### src/rtl/peek_reader_pkg.sv
`timescale 1ns/1ps
package peek_reader_pkg;
   typedef enum logic [2:0] {
      PK_IDLE,
      PK_CMD,
      PK_ADDR,
      PK_DATA,
      PK_LEN,
      PK_SEND,
      PK_TERM
   } pk_state_t;
endpackage

### src/rtl/peek_addr_gen.sv
`timescale 1ns/1ps
module peek_addr_gen #(
   parameter int WIDE_BYTES   = 4,
   parameter int NARROW_BYTES = 2,
   localparam int AW    = 8 * WIDE_BYTES,
   localparam int IDX_W = (WIDE_BYTES > 1) ? $clog2(WIDE_BYTES) : 1
) (
   input  logic             clk,
   input  logic             rst_n,
   input  logic             wide_i,
   input  logic             init_i,
   input  logic             init_wide_i,
   input  logic             step_i,
   input  logic [IDX_W-1:0] sel_i,
   output logic [7:0]       byte_o
);
   logic [AW-1:0] addr_q;
   logic [AW-1:0] init_val;
   logic [AW-1:0] step_val;
   logic [AW-1:0] mask_val;
   logic [7:0]    lane [WIDE_BYTES];

   always_comb begin
      init_val = '0;
      if (init_wide_i) init_val[8*WIDE_BYTES-1] = 1'b1;
      else             init_val[8*NARROW_BYTES-1] = 1'b1;
   end

   always_comb begin
      step_val = wide_i ? AW'(WIDE_BYTES) : AW'(NARROW_BYTES);
      mask_val = wide_i ? {AW{1'b1}} : ((AW'(1) << (8*NARROW_BYTES)) - AW'(1));
   end

   always_ff @(posedge clk) begin
      if (!rst_n)      addr_q <= '0;
      else if (init_i) addr_q <= init_val;
      else if (step_i) addr_q <= (addr_q + step_val) & mask_val;
   end

   for (genvar g = 0; g < WIDE_BYTES; g++) begin : g_lane
      assign lane[g] = addr_q[8*g +: 8];
   end

   assign byte_o = lane[sel_i];
endmodule

### src/rtl/peek_buf.sv
`timescale 1ns/1ps
module peek_buf #(
   parameter int DEPTH = 60,
   localparam int PW = $clog2(DEPTH + 1)
) (
   input  logic       clk,
   input  logic       rst_n,
   input  logic       clr_i,
   input  logic       wr_i,
   input  logic [7:0] wr_data_i,
   input  logic       rd_adv_i,
   output logic [7:0] rd_data_o,
   output logic       wr_last_o,
   output logic       rd_last_o
);
   logic [7:0]    mem [DEPTH];
   logic [PW-1:0] wr_ptr;
   logic [PW-1:0] rd_ptr;

   always_ff @(posedge clk) begin
      if (!rst_n) begin
         wr_ptr <= '0;
         rd_ptr <= '0;
      end else if (clr_i) begin
         wr_ptr <= '0;
         rd_ptr <= '0;
      end else begin
         if (wr_i && wr_ptr != PW'(DEPTH)) wr_ptr <= wr_ptr + 1'b1;
         if (rd_adv_i && rd_ptr != PW'(DEPTH-1)) rd_ptr <= rd_ptr + 1'b1;
      end
   end

   always_ff @(posedge clk) begin
      if (wr_i && wr_ptr < PW'(DEPTH)) mem[wr_ptr] <= wr_data_i;
   end

   assign rd_data_o = mem[rd_ptr];
   assign wr_last_o = (wr_ptr == PW'(DEPTH-1));
   assign rd_last_o = (rd_ptr == PW'(DEPTH-1));
endmodule

### src/rtl/peek_ctrl.sv
`timescale 1ns/1ps
module peek_ctrl
   import peek_reader_pkg::*;
#(
   parameter int WIDE_BYTES   = 4,
   parameter int NARROW_BYTES = 2,
   parameter int NUM_BLOCKS   = 10,
   localparam int IDX_W = (WIDE_BYTES > 1) ? $clog2(WIDE_BYTES) : 1,
   localparam int BLK_W = (NUM_BLOCKS > 1) ? $clog2(NUM_BLOCKS) : 1
) (
   input  logic             clk,
   input  logic             rst_n,
   input  logic             start_i,
   input  logic             word4_i,
   input  logic             tx_ready_i,
   input  logic             rx_valid_i,
   input  logic             up_ready_i,
   input  logic             buf_wr_last_i,
   input  logic             buf_rd_last_i,
   output pk_state_t        state_o,
   output logic             wide_o,
   output logic [IDX_W-1:0] idx_o,
   output logic             addr_init_o,
   output logic             addr_step_o,
   output logic             buf_wr_o,
   output logic             buf_clr_o,
   output logic             buf_rd_adv_o
);
   pk_state_t        st_q;
   logic             wide_q;
   logic [IDX_W-1:0] idx_q;
   logic [BLK_W-1:0] blk_q;
   logic             idx_last;
   logic             blk_last;

   assign idx_last = (idx_q == (wide_q ? IDX_W'(WIDE_BYTES-1) : IDX_W'(NARROW_BYTES-1)));
   assign blk_last = (blk_q == BLK_W'(NUM_BLOCKS-1));

   always_comb begin
      addr_init_o  = (st_q == PK_IDLE) && start_i;
      addr_step_o  = (st_q == PK_DATA) && rx_valid_i && idx_last;
      buf_wr_o     = (st_q == PK_DATA) && rx_valid_i;
      buf_rd_adv_o = (st_q == PK_SEND) && up_ready_i;
      buf_clr_o    = addr_init_o || (buf_rd_adv_o && buf_rd_last_i);
   end

   always_ff @(posedge clk) begin
      if (!rst_n) begin
         st_q   <= PK_IDLE;
         wide_q <= 1'b0;
         idx_q  <= '0;
         blk_q  <= '0;
      end else begin
         unique case (st_q)
            PK_IDLE: if (start_i) begin
               wide_q <= word4_i;
               blk_q  <= '0;
               idx_q  <= '0;
               st_q   <= PK_CMD;
            end
            PK_CMD: if (tx_ready_i) begin
               idx_q <= '0;
               st_q  <= PK_ADDR;
            end
            PK_ADDR: if (tx_ready_i) begin
               if (idx_last) begin
                  idx_q <= '0;
                  st_q  <= PK_DATA;
               end else begin
                  idx_q <= idx_q + 1'b1;
               end
            end
            PK_DATA: if (rx_valid_i) begin
               if (idx_last) begin
                  idx_q <= '0;
                  st_q  <= buf_wr_last_i ? PK_LEN : PK_CMD;
               end else begin
                  idx_q <= idx_q + 1'b1;
               end
            end
            PK_LEN: if (up_ready_i) st_q <= PK_SEND;
            PK_SEND: if (up_ready_i && buf_rd_last_i) begin
               if (blk_last) begin
                  st_q <= PK_TERM;
               end else begin
                  blk_q <= blk_q + 1'b1;
                  st_q  <= PK_CMD;
               end
            end
            PK_TERM: if (up_ready_i) st_q <= PK_IDLE;
            default: st_q <= PK_IDLE;
         endcase
      end
   end

   assign state_o = st_q;
   assign wide_o  = wide_q;
   assign idx_o   = idx_q;
endmodule

### src/rtl/link_peek_reader.sv
`timescale 1ns/1ps
module link_peek_reader
   import peek_reader_pkg::*;
#(
   parameter int         WIDE_BYTES   = 4,
   parameter int         NARROW_BYTES = 2,
   parameter int         BLOCK_BYTES  = 60,
   parameter int         NUM_BLOCKS   = 10,
   parameter logic [7:0] PEEK_CODE    = 8'h01
) (
   input  logic       clk,
   input  logic       rst_n,
   input  logic       start_i,
   input  logic       word4_i,
   output logic       busy_o,
   output logic [7:0] link_tx_data_o,
   output logic       link_tx_valid_o,
   input  logic       link_tx_ready_i,
   input  logic [7:0] link_rx_data_i,
   input  logic       link_rx_valid_i,
   output logic       link_rx_ready_o,
   output logic [7:0] up_data_o,
   output logic       up_valid_o,
   input  logic       up_ready_i
);
   localparam int IDX_W = (WIDE_BYTES > 1) ? $clog2(WIDE_BYTES) : 1;

   if (BLOCK_BYTES < 1 || BLOCK_BYTES > 255) begin : g_bad_block
      $error("BLOCK_BYTES must fit a nonzero length byte");
   end
   if (NARROW_BYTES < 1 || NARROW_BYTES >= WIDE_BYTES) begin : g_bad_narrow
      $error("NARROW_BYTES must be positive and below WIDE_BYTES");
   end
   if ((BLOCK_BYTES % WIDE_BYTES) != 0 || (BLOCK_BYTES % NARROW_BYTES) != 0) begin : g_bad_align
      $error("BLOCK_BYTES must hold a whole number of words of either size");
   end
   if (NUM_BLOCKS < 1) begin : g_bad_count
      $error("NUM_BLOCKS must be at least one");
   end

   pk_state_t        state;
   logic             wide;
   logic [IDX_W-1:0] idx;
   logic             addr_init;
   logic             addr_step;
   logic             buf_wr;
   logic             buf_clr;
   logic             buf_rd_adv;
   logic             buf_wr_last;
   logic             buf_rd_last;
   logic [7:0]       addr_byte;
   logic [7:0]       buf_byte;

   peek_ctrl #(
      .WIDE_BYTES  (WIDE_BYTES),
      .NARROW_BYTES(NARROW_BYTES),
      .NUM_BLOCKS  (NUM_BLOCKS)
   ) ctrl_i (
      .clk          (clk),
      .rst_n        (rst_n),
      .start_i      (start_i),
      .word4_i      (word4_i),
      .tx_ready_i   (link_tx_ready_i),
      .rx_valid_i   (link_rx_valid_i),
      .up_ready_i   (up_ready_i),
      .buf_wr_last_i(buf_wr_last),
      .buf_rd_last_i(buf_rd_last),
      .state_o      (state),
      .wide_o       (wide),
      .idx_o        (idx),
      .addr_init_o  (addr_init),
      .addr_step_o  (addr_step),
      .buf_wr_o     (buf_wr),
      .buf_clr_o    (buf_clr),
      .buf_rd_adv_o (buf_rd_adv)
   );

   peek_addr_gen #(
      .WIDE_BYTES  (WIDE_BYTES),
      .NARROW_BYTES(NARROW_BYTES)
   ) addr_i (
      .clk        (clk),
      .rst_n      (rst_n),
      .wide_i     (wide),
      .init_i     (addr_init),
      .init_wide_i(word4_i),
      .step_i     (addr_step),
      .sel_i      (idx),
      .byte_o     (addr_byte)
   );

   peek_buf #(
      .DEPTH(BLOCK_BYTES)
   ) buf_i (
      .clk      (clk),
      .rst_n    (rst_n),
      .clr_i    (buf_clr),
      .wr_i     (buf_wr),
      .wr_data_i(link_rx_data_i),
      .rd_adv_i (buf_rd_adv),
      .rd_data_o(buf_byte),
      .wr_last_o(buf_wr_last),
      .rd_last_o(buf_rd_last)
   );

   always_comb begin
      busy_o          = (state != PK_IDLE);
      link_tx_valid_o = (state == PK_CMD) || (state == PK_ADDR);
      link_tx_data_o  = (state == PK_CMD) ? PEEK_CODE : addr_byte;
      link_rx_ready_o = (state == PK_DATA);
      up_valid_o      = (state == PK_LEN) || (state == PK_SEND) || (state == PK_TERM);
      unique case (state)
         PK_LEN:  up_data_o = 8'(BLOCK_BYTES);
         PK_SEND: up_data_o = buf_byte;
         default: up_data_o = 8'h00;
      endcase
   end
endmodule

### config.mk
export PLATFORM = sky130hd
export DESIGN_NAME = link_peek_reader
export DESIGN_NICKNAME = d
export VERILOG_FILES = /design/src/rtl/peek_reader_pkg.sv /design/src/rtl/peek_addr_gen.sv /design/src/rtl/peek_buf.sv /design/src/rtl/peek_ctrl.sv /design/src/rtl/link_peek_reader.sv
export SDC_FILE = /design/constraint.sdc
export NUM_CORES = 1
export LEC_CHECK = 0
export BUFFER_PORTS_ARGS = -buffer_cell sky130_fd_sc_hd__buf_4
export CAP_MARGIN = 20
export CELL_PAD_IN_SITES_DETAIL_PLACEMENT = 1
export CELL_PAD_IN_SITES_GLOBAL_PLACEMENT = 1
export CORE_ASPECT_RATIO = 0.7
export CORE_UTILIZATION = 40
export DETAILED_ROUTE_END_ITERATION = 10
export GPL_TIMING_DRIVEN = 0
export PLACE_DENSITY_LB_ADDON = 0.1
export SLEW_MARGIN = 15
export SYNTH_ARGS = -nofsm -noshare
export SYNTH_HDL_FRONTEND = slang
export SYNTH_HIERARCHICAL = 1
export SYNTH_SLANG_ARGS = --single-unit
### constraint.sdc
create_clock -name clk -period 3.2 [get_ports clk]
set_input_delay 0 -clock clk [delete_from_list [all_inputs] [get_ports clk]]
set_output_delay 0 -clock clk [all_outputs]
set_load 0.02 [all_outputs]
======== Word level (Yosys, flattened, before mapping) ========
Memories as Yosys holds them, arrays and structs flattened. A register that Yosys moved wholly into a read port is not among the register bits.
Cells that the tools add are included.
cells by class
  bitwise gates (word level) .............. 3
  equal/unequal tests ..................... 22
  magnitude comparators ................... 2
  reductions and logical operators ........ 24
  add/subtract/negate cells ............... 5
  muxes and demuxes ....................... 38
operators with widths
  kind                                                                    number
  32-bit 2-to-1 mux                                                       3
  3-bit 2-to-1 mux                                                        12
  32-bit adder                                                            1
  32-bit bitwise AND                                                      1
  8-bit 2-to-1 mux                                                        3
  3-bit one-hot mux with 7 select lines                                   1
  8-bit binary-select mux with 2-bit select                               1
  8-bit one-hot mux with 2 select lines                                   1
  2-bit != test (second input constant)                                   7
  6-bit by 1-bit adder with 6-bit output (second input constant)          2
  6-bit equality test (second input constant)                             2
  2-bit 2-to-1 mux                                                        6
  4-bit 2-to-1 mux                                                        3
  6-bit 2-to-1 mux                                                        2
  6-bit != test (second input constant)                                   2
  3-bit equality test (second input constant)                             3
  1-bit logical AND                                                       9
  9-bit AND reduction                                                     1
  2-bit one-hot mux with 4 select lines                                   1
  4-bit one-hot mux with 2 select lines                                   1
  3-bit by 2-bit equality test with 1-bit output (second input constant)  2
  6-bit < comparator (second input constant)                              1
  2-bit by 1-bit != test with 1-bit output (second input constant)        3
  5-bit AND reduction                                                     1
  17 further kinds                                                        25
storage, ports and cells
  word-level logic and storage cells ...... 103
  memories kept ........................... 1
  memory bits (writable) .................. 480
  output and inout port bits .............. 20
  register bits after elaboration ......... 54
  bits of input ports ..................... 15
memory list
  memory     words  width  read ports  clocked after memory_dff  wr ports  RTL line        text
  buf_i.mem  60     8      1           1                         1         peek_buf.sv:16  logic [7:0] mem [DEPTH];

======== Longest topological paths before layout ========
  word-level depth ........................ 6
  depth in mapped cells ................... 11
  gate-level depth less buffers ........... 9

======== Modules after synthesis ========
Netlist, hierarchy kept.
by module, submodules not included
  module            instances  cells each  sequential area each (um^2)  area each (um^2)
  peek_buf          1          947         14774.2                      19419.9
  peek_addr_gen     1          207         620.6                        1838.0
  peek_ctrl         1          85          200.2                        690.7
  link_peek_reader  1          30          0.0                          183.9

======== Worst setup path after synthesis ========
OpenSTA, ideal clock, no wires.
  path kind ............................... reg2reg
  start point ............................. register ctrl_i.st_q[1], in the netlist ctrl_i/state_o[1]
  end point ............................... register addr_i.addr_q[16]
  library setup time ...................... 0.070 ns
  slack ................................... 0.399 ns
  cell stages (with the launch flop) ...... 12
  buffers on the path ..................... 3
  data required time ...................... 3.130 ns
  arrival ................................. 2.731 ns
  period minus slack after synthesis ...... 2.801 ns
  cells stage by stage .................... dfxtp_1 buf_4 inv_1 nor2_1 and3_1 and3_1 buf_2 and3_2 nand2_1 dlymetal6s2s_1 or4_2 a21oi_1
on the way
  word-level cells in the longest chain between the ends .. 3
  elaborated cells on any way between the ends .. 6
  those cells by class .................... eq/ne: 1; reduce/logical: 5
ends and longest elaborated chain
  what                                            RTL line                text
  from (decl)                                     peek_ctrl.sv:29         pk_state_t st_q;
  from (signal assigned)                          peek_ctrl.sv:76         st_q <= buf_wr_last_i ? PK_LEN : PK_CMD;
  3-bit by 2-bit equality test with 1-bit output  --
  1-bit logical AND                               --
  named net buf_wr                                link_peek_reader.sv:46  logic buf_wr;
  1-bit logical AND                               peek_ctrl.sv:41         addr_step_o = (st_q == PK_DATA) && rx_valid_i && idx_last;
  named net addr_step                             link_peek_reader.sv:45  logic addr_step;
  to (signal assigned)                            peek_addr_gen.sv:36     else if (init_i) addr_q <= init_val;
  to (signal assigned)                            peek_addr_gen.sv:37     else if (step_i) addr_q <= (addr_q + step_val) & mask_val;
  to (decl)                                       peek_addr_gen.sv:17     logic [AW-1:0] addr_q;
The timed path passes the listed nets, and every way through them passes these cells.
A chain may end at the register's enable or synchronous reset.

======== Final worst setup path ========
  start point ............................. register ctrl_i.st_q[1], in the netlist ctrl_i/state_o[1]
  end point ............................... memory buf_i.mem[51][2], enable pin
on the way
  word-level cells in the longest chain between the ends .. 5
ends and longest elaborated chain
  what                                            RTL line                text
  3-bit by 2-bit equality test with 1-bit output  peek_ctrl.sv:42         buf_wr_o = (st_q == PK_DATA) && rx_valid_i;
  1-bit logical AND                               peek_ctrl.sv:42
  named net buf_wr                                link_peek_reader.sv:46
  1-bit logical AND                               peek_buf.sv:34          if (wr_i && wr_ptr < PW'(DEPTH)) mem[wr_ptr] <= wr_data_i;
  1-bit 2-to-1 mux                                peek_buf.sv:34
  1-bit 2-to-1 mux (not written as such)          peek_buf.sv:34
  to (decl)                                       peek_buf.sv:16
The timed path passes the listed nets, and every way through them passes these cells.

==> qor.yml <==
yosysSeqAreaShare_pct: 70.46
cts-root-buf: "clkbuf_16"
slew_headroom_pct: 31.35
synth-edff-count: 480
clk_latency_ps: 600
ys_seq_elements: 539
cp-end-kind: "flop"
required_ps: 3420
synth_area_sq_mm: 0.02213
placed_cells: 2033
rsz0062_at_grt: "yes"
worstPathArrival_ps: 3410
drtAntennaViolNets: 0
min_path_type: "in2reg"
cts_setup_buffers: 0
num-fill-cells: 5120
antenna_found_initial: 0
die_y_microns: 198.8
leakage_nw: 7.787
htreeDepth: 2
yosysTopAreaCell: "edfxtp_1"
area_growth_pct: 15.56
cts_tree: "done"
ys_top_cells_by_area: "edfxtp_1 65%, mux4_2 11%, dfxtp_1 5.3%"
grt_max_degree: 61
synth_top_cell_area_share_pct: 65.13
worst_hold_path.endpoint: "ctrl_i/idx_o[0]$_SDFFE_PN0P_"
place_hpwl_mm: 40.27
cp_max_fo: 10
setup_viol: 0
cts_buffer_depth: 3
cap_violations: 0
use_met3_pct: 4.725
final_core_util_pct: 47.20
gp_congestion: 0.8719
rows: 71
core_sq_mm: 0.05419
grt_pass1_wl_mm: 87.74
period_needed_ps: 3189
drtIter0Drc: 1179
grt_usage_pct: 21.74
synth_cells: 1269
tightest_slew_ps: 1020
whs_path_depth: 5
nets: 1393
start_kind: "flop"
synthFlopType: "edfxtp_1"
synth_warnings: 6
reg2reg_depth: 7
r2r-end: "buf_i/mem[51][2]$_DFFE_PP_"
grt.met2_usage_pct: 30.76
pre_cts_slack_ps: -765.4
cts.sinks: 539
viasPerCell: 5.731
grt_pass1_vias: 12650
vias: 12276
drive_above_1_share_pct: 27.55
status: "finished clean"
reg2reg_from: "ctrl_i/state_o[1]$_SDFFE_PN0P_"
port-buffer-count: 34
layout_setup_ws_ps: 11.10
syn-num-nets: 1292
post-route-period-util_pct: 99.65
finClkSkew_ps: 18.67
rrSetupSlack_ps: 10
diodes: 0
avgSynthCellArea_sq_um: 17.44
numCtsBuffers: 53
grt_most_used_layer: "met1"
wl_per_cell_microns: 28.19
hp-start: "link_tx_ready_i"
synth_common_cells: "480 x edfxtp_1, 118 x nor2_1, 109 x mux4_2, 59 x dfxtp_1, 55 x nand2_1"
use_met1_pct: 33.94
fin_area_sq_mm: 0.02558
ys_async_sr_fraction_pct: 0
critical_path_class: "reg2reg"
whs_ps: 71.97
irDropWorstVdd_v: 0.0003973
clkTransAtPathRegs_ps: 60
finalPower_mw: 15.15
stdcell_count: 2142
hold_viol_final: 0
wl_mm: 60.37
tns_ps: 0
dr.pass1.iters: 5
placed_area_sq_mm: 0.02330
start_util_pct: 40.84
powerDensity_mw_per_mm2: 592.4
ios: 35
dieArea_sq_mm: 0.05629
max_freq_mhz: 313.6
synth_cell_types: 76
drcViolationCount: 0
slew_viol_final: 0
grt_overflow: 0
die_w_microns: 283.2
yosysMostFrequentCell: "edfxtp_1"
## how the worst max path moves through the flow
stage / to / cells past startpoint / start
2_1_floorplan: addr_i/addr_q[16]$_SDFFE_PP0P_ / 11 / ctrl_i/state_o[1]$_SDFFE_PN0P_
3_3_place_gp: buf_i/mem[27][4]$_DFFE_PP_ / 7 / ctrl_i/state_o[1]$_SDFFE_PN0P_
3_5_place_dp: buf_i/mem[27][6]$_DFFE_PP_ / 7 / ctrl_i/state_o[1]$_SDFFE_PN0P_
4_1_cts: buf_i/mem[58][0]$_DFFE_PP_ / 7 / ctrl_i/state_o[1]$_SDFFE_PN0P_
5_1_grt: buf_i/mem[59][5]$_DFFE_PP_ / 7 / ctrl_i/state_o[1]$_SDFFE_PN0P_
6_report: buf_i/mem[51][2]$_DFFE_PP_ / 7 / ctrl_i/state_o[1]$_SDFFE_PN0P_
## report_power, final
| group | total [mW] | switching [mW] | internal, mW |
|---|---|---|---|
| combinational | 1.23 | 0.767 | 0.467 |
| clock | 6.14 | 2.69 | 3.45 |
| sequential | 7.78 | 0.0869 | 7.70 |
| total | 15.2 | 3.54 | 11.6 |
## cell usage in the layout, fill, tap and decap left out, types with 7 or more instances in the layout
cell           synthesis  layout
a21oi_2                0      10
o31ai_1                7       7
a22oi_2                0       8
nand4_1                9       9
inv_1                 24      24
clkbuf_16              0      55
buf_6                 14      10
nand3_1               21      19
nand2b_1              10      10
mux2_2                 8       8
a22oi_1               19      11
nor2_1               118      59
o22ai_1               15      15
buf_12                 1       7
nor2b_1               20      19
xor2_1                12      12
dlygate4sd3_1          0      16
a21oi_1               48      38
xnor2_1                8       8
dfxtp_1               59      58
nor2_2                 0      42
mux4_2               109     111
edfxtp_1             480     480
mux4_1                15      13
clkbuf_1              22      30
o21ai_0               11      11
clkinv_2               1       8
nor2_4                 0      17
or4_1                  9       8
mux2i_1               19      19
buf_4                  9      42
ha_1                   7       7
or3_1                 18      18
and2_1                 7       7
nand2_1               55      51
buf_2                 13       7
## repair_timing
item / CTS / global route
gates resized for setup: 85 / 61
hold buffers: 16 / 0
hold endpoints to repair: 226 / 0
endpoints found under the setup margin: 504 / 339
cloned: 0 / 0
pin swaps: 1 / 5
## area by class of cell
cell class | instances | area (sq um) | area share [%]
Clock inverter | 22 | 173.9 | 0.6800
Inverter | 25 | 95.09 | 0.3718
Timing Repair Buffer | 50 | 415.4 | 1.624
Tap cell | 730 | 913.4 | 3.571
Sequential cell | 539 | 15600 | 60.99
Buffer | 61 | 523.0 | 2.045
Multi-Input combinational cell | 640 | 6346 | 24.81
Clock buffer | 75 | 1511 | 5.909
## critical path, cell delays in order, from the launching register on
cell and delay, ps:
dfxtp_4 410, buf_4 190, inv_1 100, nor2_4 180, and3_1 260, nor2b_1 410, nand3_2 570, nor2_2 670
## layer usage
metal / share of wire (%) / routed length (microns)
met4: 2.0 / 1192
met2: 42 / 25130
met1: 50 / 30270
met5: 0 / 0
met3: 6.3 / 3774
## logic make-up (layout without fill, tap and decap cells)
logic type	count (synthesis)	after routing	share of synthesized area (%)
adders and majority gates	8	8	0.4862
and+or+nand+nor	313	313	7.191
DFF	539	539	70.46
muxes	151	151	14.14
AOI/OAI and AO/OA	148	148	4.477
buffers and inverters	90	233	2.453
xor gates and xnor gates	20	20	0.7915
## state kept, by name, summed over array words and instances (netlist names), named ones only
| register | flops |
|---|---|
| ctrl_i/idx_o | 2 |
| buf_i/wr_ptr | 6 |
| ctrl_i/state_o | 3 |
| addr_i/addr_q | 31 |
| ctrl_i/blk_q | 4 |
| buf_i/mem | 480 |
| ctrl_i/wide_o | 1 |
| buf_i/rd_ptr | 6 |
Power figures use the tool's default switching activity.
